==> config.mk <==
export PLATFORM = sky130hd
export DESIGN_NAME = evt_prio_resolver
export DESIGN_NICKNAME = d
export VERILOG_FILES = /design/src/rtl/evt_prio_pkg.sv /design/src/rtl/evt_sticky.sv /design/src/rtl/evt_gate.sv /design/src/rtl/evt_pick.sv /design/src/rtl/evt_prio_resolver.sv
export SDC_FILE = /design/constraint.sdc
export NUM_CORES = 1
export LEC_CHECK = 0
export BUFFER_PORTS_ARGS = -buffer_cell sky130_fd_sc_hd__buf_2
export CAP_MARGIN = 20
export CORE_UTILIZATION = 42
export CTS_CLUSTER_DIAMETER = 80
export DETAILED_ROUTE_END_ITERATION = 10
export PLACE_DENSITY = 0.72
export SYNTH_ARGS = -nofsm -noshare
export SYNTH_HDL_FRONTEND = slang
export SYNTH_SLANG_ARGS = --single-unit
==> constraint.sdc <==
create_clock -name clk -period 1.45 [get_ports clk]
set_input_delay 0.2175 -clock clk [delete_from_list [all_inputs] [get_ports clk]]
set_output_delay 0.2175 -clock clk [all_outputs]
set_load 0.01 [all_outputs]
==> src/rtl/evt_prio_pkg.sv <==
package evt_prio_pkg;
  localparam int NUM_LVL = 14;
  localparam int CODE_W  = $clog2(NUM_LVL);
  localparam int N_INT   = 3;   // 0 smi, 1 nmi, 2 intr
  localparam int N_FLT   = 7;   // 0 dbg_prev, 1 dbg_next, 2 fetch, 3 decode, 4 seg, 5 page, 6 align

  typedef enum logic [CODE_W-1:0] {
    LVL_RESET    = 4'd0,
    LVL_SMI      = 4'd1,
    LVL_DBG_PREV = 4'd2,
    LVL_DBG_NEXT = 4'd3,
    LVL_NMI      = 4'd4,
    LVL_INTR     = 4'd5,
    LVL_FETCH    = 4'd6,
    LVL_DECODE   = 4'd7,
    LVL_WAIT_DNA = 4'd8,
    LVL_ESC_DNA  = 4'd9,
    LVL_FPERR    = 4'd10,
    LVL_SEG      = 4'd11,
    LVL_PAGE     = 4'd12,
    LVL_ALIGN    = 4'd13
  } lvl_e;
endpackage

==> src/rtl/evt_sticky.sv <==
module evt_sticky #(
  parameter int W = 1
) (
  input  logic         clk,
  input  logic         rst_n,
  input  logic [W-1:0] set_i,
  input  logic [W-1:0] clr_i,
  output logic [W-1:0] q_o
);
  for (genvar g = 0; g < W; g++) begin : g_bit
    always_ff @(posedge clk or negedge rst_n) begin
      if (!rst_n) q_o[g] <= 1'b0;
      else        q_o[g] <= (q_o[g] & ~clr_i[g]) | set_i[g];
    end
  end
endmodule

==> src/rtl/evt_gate.sv <==
module evt_gate
  import evt_prio_pkg::*;
(
  input  logic [N_INT-1:0]   int_eff,
  input  logic [N_FLT-1:0]   flt_eff,
  input  logic               wait_op,
  input  logic               esc_op,
  input  logic               fp_unmasked,
  input  logic               ctl_ie,
  input  logic               ctl_ts,
  input  logic               ctl_mp,
  input  logic               ctl_em,
  input  logic               ctl_ne,
  output logic [NUM_LVL-1:0] req_o
);
  always_comb begin
    req_o               = '0;
    req_o[LVL_SMI]      = int_eff[0];
    req_o[LVL_DBG_PREV] = flt_eff[0];
    req_o[LVL_DBG_NEXT] = flt_eff[1];
    req_o[LVL_NMI]      = int_eff[1];
    req_o[LVL_INTR]     = int_eff[2] & ctl_ie;
    req_o[LVL_FETCH]    = flt_eff[2];
    req_o[LVL_DECODE]   = flt_eff[3];
    req_o[LVL_WAIT_DNA] = wait_op & ctl_ts & ctl_mp;
    req_o[LVL_ESC_DNA]  = esc_op & (ctl_em | ctl_ts);
    req_o[LVL_FPERR]    = fp_unmasked & ctl_ne;
    req_o[LVL_SEG]      = flt_eff[4];
    req_o[LVL_PAGE]     = flt_eff[5];
    req_o[LVL_ALIGN]    = flt_eff[6];
  end
endmodule

==> src/rtl/evt_pick.sv <==
module evt_pick #(
  parameter int N  = 14,
  parameter int CW = $clog2(N)
) (
  input  logic [N-1:0]  req_i,
  output logic          any_o,
  output logic [CW-1:0] idx_o
);
  always_comb begin
    any_o = |req_i;
    idx_o = '0;
    for (int i = N - 1; i >= 0; i--) begin
      if (req_i[i]) idx_o = CW'(i);
    end
  end
endmodule

==> src/rtl/evt_prio_resolver.sv <==
module evt_prio_resolver
  import evt_prio_pkg::*;
(
  input  logic              clk,
  input  logic              rst_n,
  input  logic              boundary,
  input  logic              restart,
  input  logic              smi_req,
  input  logic              nmi_req,
  input  logic              intr_req,
  input  logic              dbg_prev,
  input  logic              dbg_next,
  input  logic              flt_fetch,
  input  logic              flt_decode,
  input  logic              wait_op,
  input  logic              esc_op,
  input  logic              fp_unmasked,
  input  logic              flt_seg,
  input  logic              flt_page,
  input  logic              flt_align,
  input  logic              ctl_ie,
  input  logic              ctl_ts,
  input  logic              ctl_mp,
  input  logic              ctl_em,
  input  logic              ctl_ne,
  input  logic              cause_ready,
  output logic              cause_valid,
  output logic [CODE_W-1:0] cause_code
);
  logic [N_INT-1:0]   int_in, int_q, int_clr, int_eff;
  logic [N_FLT-1:0]   flt_in, flt_q, flt_eff;
  logic [NUM_LVL-1:0] req_vec;
  logic               req_any;
  logic [CODE_W-1:0]  req_idx;
  logic               handoff;

  assign int_in  = {intr_req, nmi_req, smi_req};
  assign flt_in  = {flt_align, flt_page, flt_seg, flt_decode, flt_fetch, dbg_next, dbg_prev};
  assign handoff = cause_valid & cause_ready;

  // clear only the interrupt whose cause is being handed off
  assign int_clr = {handoff && (cause_code == LVL_INTR),
                    handoff && (cause_code == LVL_NMI),
                    handoff && (cause_code == LVL_SMI)};

  evt_sticky #(.W(N_INT)) u_int_pend (
    .clk(clk), .rst_n(rst_n), .set_i(int_in), .clr_i(int_clr), .q_o(int_q)
  );

  evt_sticky #(.W(N_FLT)) u_flt_pend (
    .clk(clk), .rst_n(rst_n), .set_i(flt_in), .clr_i({N_FLT{restart}}), .q_o(flt_q)
  );

  // same-cycle inputs join the remembered ones
  assign int_eff = int_q | int_in;
  assign flt_eff = flt_q | flt_in;

  evt_gate u_gate (
    .int_eff(int_eff), .flt_eff(flt_eff),
    .wait_op(wait_op), .esc_op(esc_op), .fp_unmasked(fp_unmasked),
    .ctl_ie(ctl_ie), .ctl_ts(ctl_ts), .ctl_mp(ctl_mp),
    .ctl_em(ctl_em), .ctl_ne(ctl_ne),
    .req_o(req_vec)
  );

  evt_pick #(.N(NUM_LVL), .CW(CODE_W)) u_pick (
    .req_i(req_vec), .any_o(req_any), .idx_o(req_idx)
  );

  always_ff @(posedge clk or negedge rst_n) begin
    if (!rst_n) begin
      cause_valid <= 1'b0;
      cause_code  <= LVL_RESET;
    end else if (cause_valid) begin
      if (cause_ready) cause_valid <= 1'b0;
    end else if (boundary && req_any) begin
      cause_valid <= 1'b1;
      cause_code  <= req_idx;
    end
  end
endmodule

# Word level (Yosys, flattened, before mapping)
# Index checks and enable logic that the tools add are counted.
word_totals:
  reg_bits: 15
  in_bits: 23
  out_inout_bits: 5
  word_cells: 71
classes:
  eq_ne: 3
  mux: 16
  n_bitwise: 34
  reduce_logical: 6
op_table:
  columns: ["cell", "n"]
  rows:
  - ["$mux W4", 13]
  - ["$and A1 B1 Y1", 16]
  - ["$reduce_or A13 Y1", 1]
  - ["$or A1 B1 Y1", 11]
  - ["$eq A4 B3 Y1 const B", 2]
  - ["$or A7 B7 Y7", 1]
  - ["$not A1 Y1", 5]
  - ["$eq A4 B1 Y1 const B", 1]
  - ["$logic_and A1 B1 Y1", 4]
  - ["$mux W1", 3]
  - ["$or A3 B3 Y3", 1]
  - ["$reduce_and A2 Y1", 1]

# Depth between registers and ports, before layout
# Gate-level depths: netlist (run 1).
logic_depth:
  ltp_word: 14
  depth_mapped: 5

# Modules after synthesis
# From an unflattened synthesis (run 1), not the netlist that was laid out.
hier_totals:
  hier_cells: 98
  area_unflattened_um2: 927.1
modules_own_cells:
  columns: ["mod", "n_inst", "cells_per_inst", "area_each_um2", "seq_area_each_um2"]
  rows:
  - ["evt_prio_resolver", 1, 28, 310.3, 125.1]
  - ["evt_sticky (u_flt_pend)", 1, 21, 254.0, 175.2]
  - ["evt_pick", 1, 25, 148.9, 0.0]
  - ["evt_sticky (u_int_pend)", 1, 9, 108.9, 75.1]
  - ["evt_gate", 1, 15, 105.1, 0.0]

# Least setup slack after synthesis (run 1)
# Ideal clock, no wire load.
synth_timing:
  path_kind: "reg2reg"
  from: "reg u_flt_pend.q_o[6]"
  to: "reg cause_code[0]"
  setup_ps: 124
  arrival_ps: 1340
  path_slack_ps: -14
  stages_incl_launch_ff: 6
  path_buffers: 0
  period_less_slack_ps: 1464
  path_cell_list: "dfrtp_1 -> nor4_4 -> inv_2 -> o41ai_4 -> nand2b_1 -> o31a_1"
synth_via:
  elab_chain_len: 14
synth_rtl:
  columns: ["item", "line_no", "text"]
  rows:
  - ["from (decl)", "evt_sticky.sv:8", "output logic [W-1:0] q_o"]
  - ["from (signal, indexed assignment)", "evt_sticky.sv:13", "else q_o[g] <= (q_o[g] & ~clr_i[g]) | set_i[g];"]
  - ["$or A7 B7 Y7 *", "evt_prio_resolver.sv:56", "assign flt_eff = flt_q | flt_in;"]
  - ["$mux W4 (13 in series)", "evt_pick.sv:13", "if (req_i[i]) idx_o = CW'(i);"]
  - ["to (signal assigned)", "evt_prio_resolver.sv:78", "cause_code <= req_idx;"]
  - ["to (decl)", "evt_prio_resolver.sv:28", "output logic [CODE_W-1:0] cause_code"]
# Every way passes the cells marked *; elsewhere a longest branch is shown, timed or not.
# A chain may end at the register's enable or synchronous reset.

# Final worst setup path (run 1)
layout_timing:
  from: "reg u_flt_pend.q_o[2]"
  to: "reg cause_code[0]"
layout_via:
  elab_chain_len: 7
layout_rtl:
  columns: ["item", "line_no"]
  rows:
  - ["$or A7 B7 Y7 *", "evt_prio_resolver.sv:56"]
  - ["$mux W4 (6 in series)", "evt_pick.sv:13"]
# Marks and branches as above.

==> out/results.ini, run 1 <==
[placed_design]
placed_cell_area_um2 = 1037
dp_hpwl_mm = 1.465
finalWeightedCongestion = 0.7544
port_buffers = 27

[job]
cap_violations = 0

[power]
internal-power_mw = 0.6730
combPwrFrac_pct = 22.8
power.total_mw = 0.9559
clock_power_share_pct = 26.1
p_seq_share_pct = 51.1
switchingPower_mw = 0.2829
leakagePower_nw = 0.5358
swShare_pct = 29.60
p_per_area_nw_per_um2 = 825.0
ir_drop_uv = 816.5

[status]
violations = negative setup slack
outcome = complete, but fails checks

[clock_tree]
root_buffer = clkbuf_4
clkTransAtPathRegs_ns = 0.10
clockBufferDepth = 2
insertion_delay_ns = 0.29
cts_tree = yes
cts.sinks = 15
htreeDepth = 1
numCtsBuffers = 3

[synth]
ys_types = 27
ys_warn_count = 0
synth-seq-cells = 15
synth_fp_nets = 102
netlist_area_um2 = 780.7
netlist_instances = 79
yosysSeqAreaShare_pct = 48.08
synth_area_per_cell_um2 = 9.883

[final_layout]
area_growth_pct = 48.40
final_util_pct = 67.10
drive_above_1_share_pct = 44.62
antenna_cells = 0
fin_nets = 154
finalInstanceArea_um2 = 1159

[routing]
wl_per_cell_um = 13.16
first_pass_iters = 4
wl_mm = 2.040
via_per_inst = 5.226
vias = 810
drcViolationCount = 0
drtIter0Drc = 11
final_antenna_net_count = 0

[sta]
fin_crit_sh_pct = 110.0
setup_ws_ns = -0.1456
drv_slew = 0
fin_crit_ns = 1.596
hold_viol = 0
fmax_mhz = 626.7
rsz0062_at_grt = yes
worst_slew_pin_slew_ns = 0.3750
setup_violations = 3
maxSlewHeadroom_pct = 74.81
finClkSkew_ns = 0.01173

[global_route]
grt_pass1_wl_mm = 3.077
grt-busiest-layer = met2
use_met2_pct = 37.68
grt_max_degree = 16
grt_pass1_vias = 773
met3_usage_pct = 4.800
use_met1_pct = 24.04
antenna_found_initial = 0
grt.overflow.total = 0
grt_usage_pct = 21.42

[setup_path]
path_class = flip-flop to flip-flop
worstPathArrival_ns = 1.77
crit_start = u_flt_pend.q_o[2]
r2r_start = u_flt_pend.q_o[2]
cp_max_fo = 5
required_ns = 1.62
start_kind = flip-flop
critPathCaptureType = flip-flop

[die]
die-area_um2 = 2035
floorplan.initialDensity_pct = 45.22
num_io_pins = 28
die_w_um = 45.12
design.core.area_um2 = 1727
die-height_um = 45.12
core.rowCount = 15

[hold_path]
hold_path.class = primary input to flip-flop
min-delay-start = cause_ready

==> routing by layer <==
metal	wire (um)	vias to the layer above
met1	866	385
met3	95	4
met5	0	-
met2	1050	27
met4	27	0
li1	-	394
==> flip-flops by register name, summed over array words and instances, names as in the netlist <==
signal          cells
cause_code          4
u_int_pend.q_o      3
u_flt_pend.q_o      7
cause_valid         1
==> Yosys cell counts <==
cell type | number | area, um^2
nand2_1 | 9 | 33.78
a31oi_1 | 2 | 12.51
nor4_4 | 1 | 21.27
nand2b_1 | 3 | 18.77
nor2_1 | 8 | 30.03
nor4_1 | 1 | 6.260
dfrtp_1 | 15 | 375.4
o311ai_0 | 1 | 8.760
o22a_1 | 1 | 8.760
nand3_1 | 5 | 25.02
nor4_2 | 1 | 12.51
and3_1 | 1 | 6.260
o21a_1 | 1 | 7.510
a211oi_2 | 1 | 12.51
o41ai_4 | 1 | 27.53
inv_2 | 1 | 3.750
nand3b_1 | 1 | 7.510
a21oi_1 | 2 | 10.01
inv_1 | 3 | 11.26
o31a_1 | 1 | 8.760
a21o_1 | 8 | 60.06
a21o_2 | 1 | 8.760
o21ai_0 | 6 | 30.03
o41ai_1 | 1 | 8.760
nor3_1 | 2 | 10.01
o211ai_1 | 1 | 7.510
o31ai_1 | 1 | 7.510
==> power by group through the flow <==
stage                     Sequential [mW]  Clock (mW)  Combinational (mW)
after floorplan                     0.501           0              0.0796
final                               0.489       0.249               0.218
after CTS                           0.488       0.244               0.215
after global routing                0.493       0.276               0.238
after global placement              0.495           0               0.191
after detailed placement            0.497           0               0.197
==> stage by stage <==
step	setup TNS, ns	hold WS [ns]	setup slack, ns	std cells
global route	-0.5375	0.09245	-0.2319	155
global placement	-0.1627	0.1404	-0.08123	143
finish	-0.2867	0.09506	-0.1456	155
detailed placement	-0.3921	0.1391	-0.1515	143
floorplan	-0.01390	-0.07809	-0.01390	79
CTS	-0.2630	0.1097	-0.1168	153
==> repair_timing <==
action | CTS | global route
gates resized for setup | 4 | 5
hold buffers | 1 | 0
hold endpoints to repair | 15 | 0
setup buffers | 5 | 3
endpoints found under the setup margin | 3 | 4
pin swaps | 2 | 4
==> cell type report <==
| type | count | area, um^2 |
|---|---|---|
| Multi-Input combinational cell | 60 | 419.2 |
| Sequential cell | 15 | 375.4 |
| Fill cell | 153 | 568.0 |
| Timing Repair Buffer | 47 | 291.5 |
| Clock buffer | 4 | 26.28 |
| Tap cell | 25 | 31.28 |
| Inverter | 4 | 15.01 |
==> final timing paths <==
check	to	slack [ns]	cells past startpoint
min in group asynchronous	cause_valid	0.36	2
max in group asynchronous	u_int_pend.q_o[2]	0.82	2
max	cause_code[0]	-0.15	6
min	cause_valid	0.1	2
max reg2reg	cause_code[0]	-0.15	6
min reg2reg	u_int_pend.q_o[2]	0.49	1
==> worst max-delay path, cell delays in order (launching register included) <==
cell and delay, ns:
dfrtp_1 0.42, nor4_4 0.35, nand3_2 0.15, o41ai_4 0.22, buf_4 0.19, nand2b_1 0.06
o31a_1 0.10
==> cells by family (layout without fill, tap and decap cells) <==
family                 after synthesis  in the layout  share of synthesized area [%]
and+or+nand+nor                     32             32                          21.96
AOI/OAI and AO/OA                   28             28                          28.05
buffers and inverters                4             55                          1.923
DFF                                 15             15                          48.08
==> layout by cell type, fill, tap and decap left out <==
| cell | n |
|---|---|
| buf_2 | 27 |
| buf_4 | 18 |
| dfrtp_1 | 15 |
| nand2_1 | 9 |
| a21o_1 | 8 |
| nor2_1 | 7 |
| nand3_1 | 4 |
| o21ai_0 | 4 |
| inv_1 | 3 |
| nand2b_1 | 3 |
| clkbuf_4 | 3 |
| nor3_1 | 2 |
| nor4_4 | 2 |
| o21ai_1 | 2 |
| a31oi_1 | 2 |
| a21oi_1 | 2 |
| a21o_2 | 1 |
| nand3b_1 | 1 |
| inv_2 | 1 |
| a211oi_2 | 1 |
| nand3_2 | 1 |
| o41ai_4 | 1 |
| nor4_1 | 1 |
| o41ai_2 | 1 |
| nor2_4 | 1 |
| o21a_1 | 1 |
| o211ai_1 | 1 |
| o311ai_1 | 1 |
| o31ai_1 | 1 |
| o31a_1 | 1 |
| and3_1 | 1 |
| o22a_1 | 1 |
| clkbuf_1 | 1 |
| dlygate4sd3_1 | 1 |
| buf_6 | 1 |
No activity file was read; power rests on OpenSTA's default activity.
==> run 2, diff against run 1 <==
--- a/config.mk
+++ b/config.mk
@@ -11,4 +11,5 @@
 export CTS_CLUSTER_DIAMETER = 80
 export DETAILED_ROUTE_END_ITERATION = 10
+export GPL_ROUTABILITY_DRIVEN = 0
 export PLACE_DENSITY = 0.72
 export SYNTH_ARGS = -nofsm -noshare
==> constraint.sdc (replaced) <==
create_clock -name clk -period 1.45 [get_ports clk]
set_input_delay 0.0725 -clock clk [delete_from_list [all_inputs] [get_ports clk]]
set_output_delay 0.0725 -clock clk [all_outputs]
set_load 0.01 [all_outputs]
==> run 2 against run 1 <==
Effect of this change: sequential share of layout area grew 1.3 points; total power shrank 1.7%; hold slack worse by 0.087 ns; the flow still finishes with violations (negative setup slack); critical path depth decreased by 1; clock skew fell by 0.0095 ns.
==> out/results.ini, run 2 (same netlist as run 1, synthesis figures left out) <==
[sta]
fin_crit_sh_pct = 104.3  ; was 110.0%
setup_ws_ns = -0.06168  ; was -0.1456 ns
finClkSkew_ns = 0.002266  ; was 0.01173 ns
worst_slew_pin_slew_ns = 0.3625  ; was 0.3750 ns
fmax_mhz = 661.5  ; was 626.7 MHz
fin_crit_ns = 1.512  ; was 1.596 ns
worst_hold_slack_ns = 0.008255  ; was 0.09506 ns
drv_slew = 0  ; unchanged
maxSlewHeadroom_pct = 75.75  ; was 74.81%
hold_viol = 0  ; unchanged
setup_violations = 3  ; unchanged
rsz0062_at_grt = yes  ; unchanged

[final_layout]
layout_common_cells = 27 x buf_2, 15 x dfrtp_1, 9 x nand2_1  ; was 27 x buf_2, 18 x buf_4, 15 x dfrtp_1
area_growth_pct = 42.47  ; was 48.40%
antenna_cells = 0  ; unchanged
top_regs = u_flt_pend.q_o x7, cause_code x4, u_int_pend.q_o x3  ; unchanged
finalInstanceArea_um2 = 1112  ; was 1159 um^2
top_register = u_flt_pend.q_o  ; unchanged
fin_nets = 148  ; was 154
final_common_cell = buf_2  ; unchanged
largest_reg_flops = 7  ; unchanged
drive_above_1_share_pct = 37.10  ; was 44.62%

[clock_tree]
cts.sinks = 15  ; unchanged
insertion_delay_ns = 0.28  ; was 0.29 ns
cts_tree = yes  ; unchanged
numCtsBuffers = 3  ; unchanged
root_buffer = clkbuf_4  ; unchanged
clkTransAtPathRegs_ns = 0.09  ; was 0.10 ns
htreeDepth = 1  ; unchanged
clockBufferDepth = 2  ; unchanged

[setup_path]
start_kind = flip-flop  ; unchanged
r2r-end = cause_code[0]  ; unchanged
r2r_start = u_flt_pend.q_o[2]  ; unchanged
crit_path_end = cause_code[0]  ; unchanged
ff2ff_setup_slack_ns = -0.06  ; was -0.15 ns
ff2ff_path_depth = 5  ; was 6
critPathCaptureType = flip-flop  ; unchanged
path_class = flip-flop to flip-flop  ; unchanged
cp_max_fo = 5  ; unchanged
required_ns = 1.63  ; was 1.62 ns
crit_start = u_flt_pend.q_o[2]  ; unchanged
worstPathArrival_ns = 1.69  ; was 1.77 ns

[placed_design]
port_buffers = 27  ; unchanged
dp_hpwl_mm = 1.373  ; was 1.465 mm
placed_cell_area_um2 = 1007  ; was 1037 um^2

[power]
ir_drop_uv = 559.9  ; was 816.5 uV
p_per_area_nw_per_um2 = 844.7  ; was 825.0 nW/um^2
leakagePower_nw = 0.4992  ; was 0.5358 nW

[status]
violations = negative setup slack  ; unchanged
outcome = complete, but fails checks  ; unchanged

[job]
cap_violations = 0  ; unchanged

[hold_path]
hold_path.class = primary input to flip-flop  ; unchanged

[global_route]
grt_pass1_wl_mm = 2.732  ; was 3.077 mm
grt_max_degree = 16  ; unchanged
grt.overflow.total = 0  ; unchanged
grt_pass1_vias = 667  ; was 773
antenna_found_initial = 0  ; unchanged
grt_usage_pct = 19.09  ; was 21.42%

[routing]
final_antenna_net_count = 0  ; unchanged
first_pass_iters = 4  ; unchanged
via_per_inst = 5.141  ; was 5.226
drtIter0Drc = 14  ; was 11
vias = 766  ; was 810
drcViolationCount = 0  ; unchanged
wl_mm = 1.789  ; was 2.040 mm
wl_per_cell_um = 12.01  ; was 13.16 um

[die]
design.core.area_um2 = 1727  ; unchanged
num_io_pins = 28  ; unchanged
floorplan.initialDensity_pct = 45.22  ; unchanged
die-height_um = 45.12  ; unchanged
die-area_um2 = 2035  ; unchanged
core.rowCount = 15  ; unchanged
die_w_um = 45.12  ; unchanged

==> run 2: metrics by stage <==
step / TNS (ns) / power, mW / utilization [%] / instances / setup slack [ns]
after floorplan: -0.01390 / 0.5806 / - / 79 / -0.01390
after global placement: -0.1494 / 0.6810 / 58.33 / 139 / -0.07985
after detailed placement: -0.2955 / 0.6873 / 58.33 / 139 / -0.1120
after CTS: -0.2899 / 0.9400 / 63.33 / 149 / -0.1146
after global routing: -0.4666 / 0.9949 / 64.42 / 149 / -0.1731
final: -0.1236 / 0.9396 / 64.42 / 149 / -0.06168
==> run 2: how the worst min path moves through the flow <==
stage,end,cells after the start,slack (ns),startpoint
final,u_flt_pend.q_o[4],2,0.008,flt_seg
after floorplan,cause_code[0],0,-0.22,rst_n
after detailed placement,cause_valid,1,-0.004,rst_n
after global routing,u_flt_pend.q_o[4],2,0.002,flt_seg
after CTS,u_flt_pend.q_o[4],2,0.002,flt_seg
after global placement,cause_code[2],1,-0.003,rst_n
==> run 2: timing repair <==
action | in CTS | in global routing
pin swaps | 1 | 2
gates resized for setup | 1 | 4
endpoints found under the setup margin | 3 | 4
setup buffers | 0 | 0
hold buffers | 6 | 0
endpoints found under the hold margin | 20 | 0
==> run 2: final cells by class <==
class | instances | area [um^2]
inverters | 4 | 15.01
clock buffers | 4 | 26.28
well taps | 25 | 31.28
fillers | 166 | 614.3
flip-flops and latches | 15 | 375.4
repair buffers | 41 | 255.2
multi-input cells | 60 | 409.1
==> run 2: power breakdown <==
| part | internal [mW] | switching [mW] | leakage (nW) | total [mW] |
|---|---|---|---|---|
| sequential | 0.455 | 0.0340 | 0.161 | 0.489 |
| clock | 0.107 | 0.136 | 0.0150 | 0.243 |
| combinational | 0.107 | 0.100 | 0.323 | 0.207 |
==> run 2: layer usage <==
metal | wire length (um) | track usage (%) | vias to the layer above
li1 | - | - | 380
met1 | 818 | 23.86 | 343
met2 | 833 | 31.30 | 38
met3 | 101 | 2.800 | 5
met4 | 36 | 10.91 | 0
met5 | 0 | 0 | -
==> run 2: worst max-delay path: stages, from the launching register on <==
cell,delay (ns)
dfrtp_1,0.42
nor4_4,0.31
nand3_2,0.15
o41ai_4,0.33
nand2b_1,0.09
o31a_1,0.11
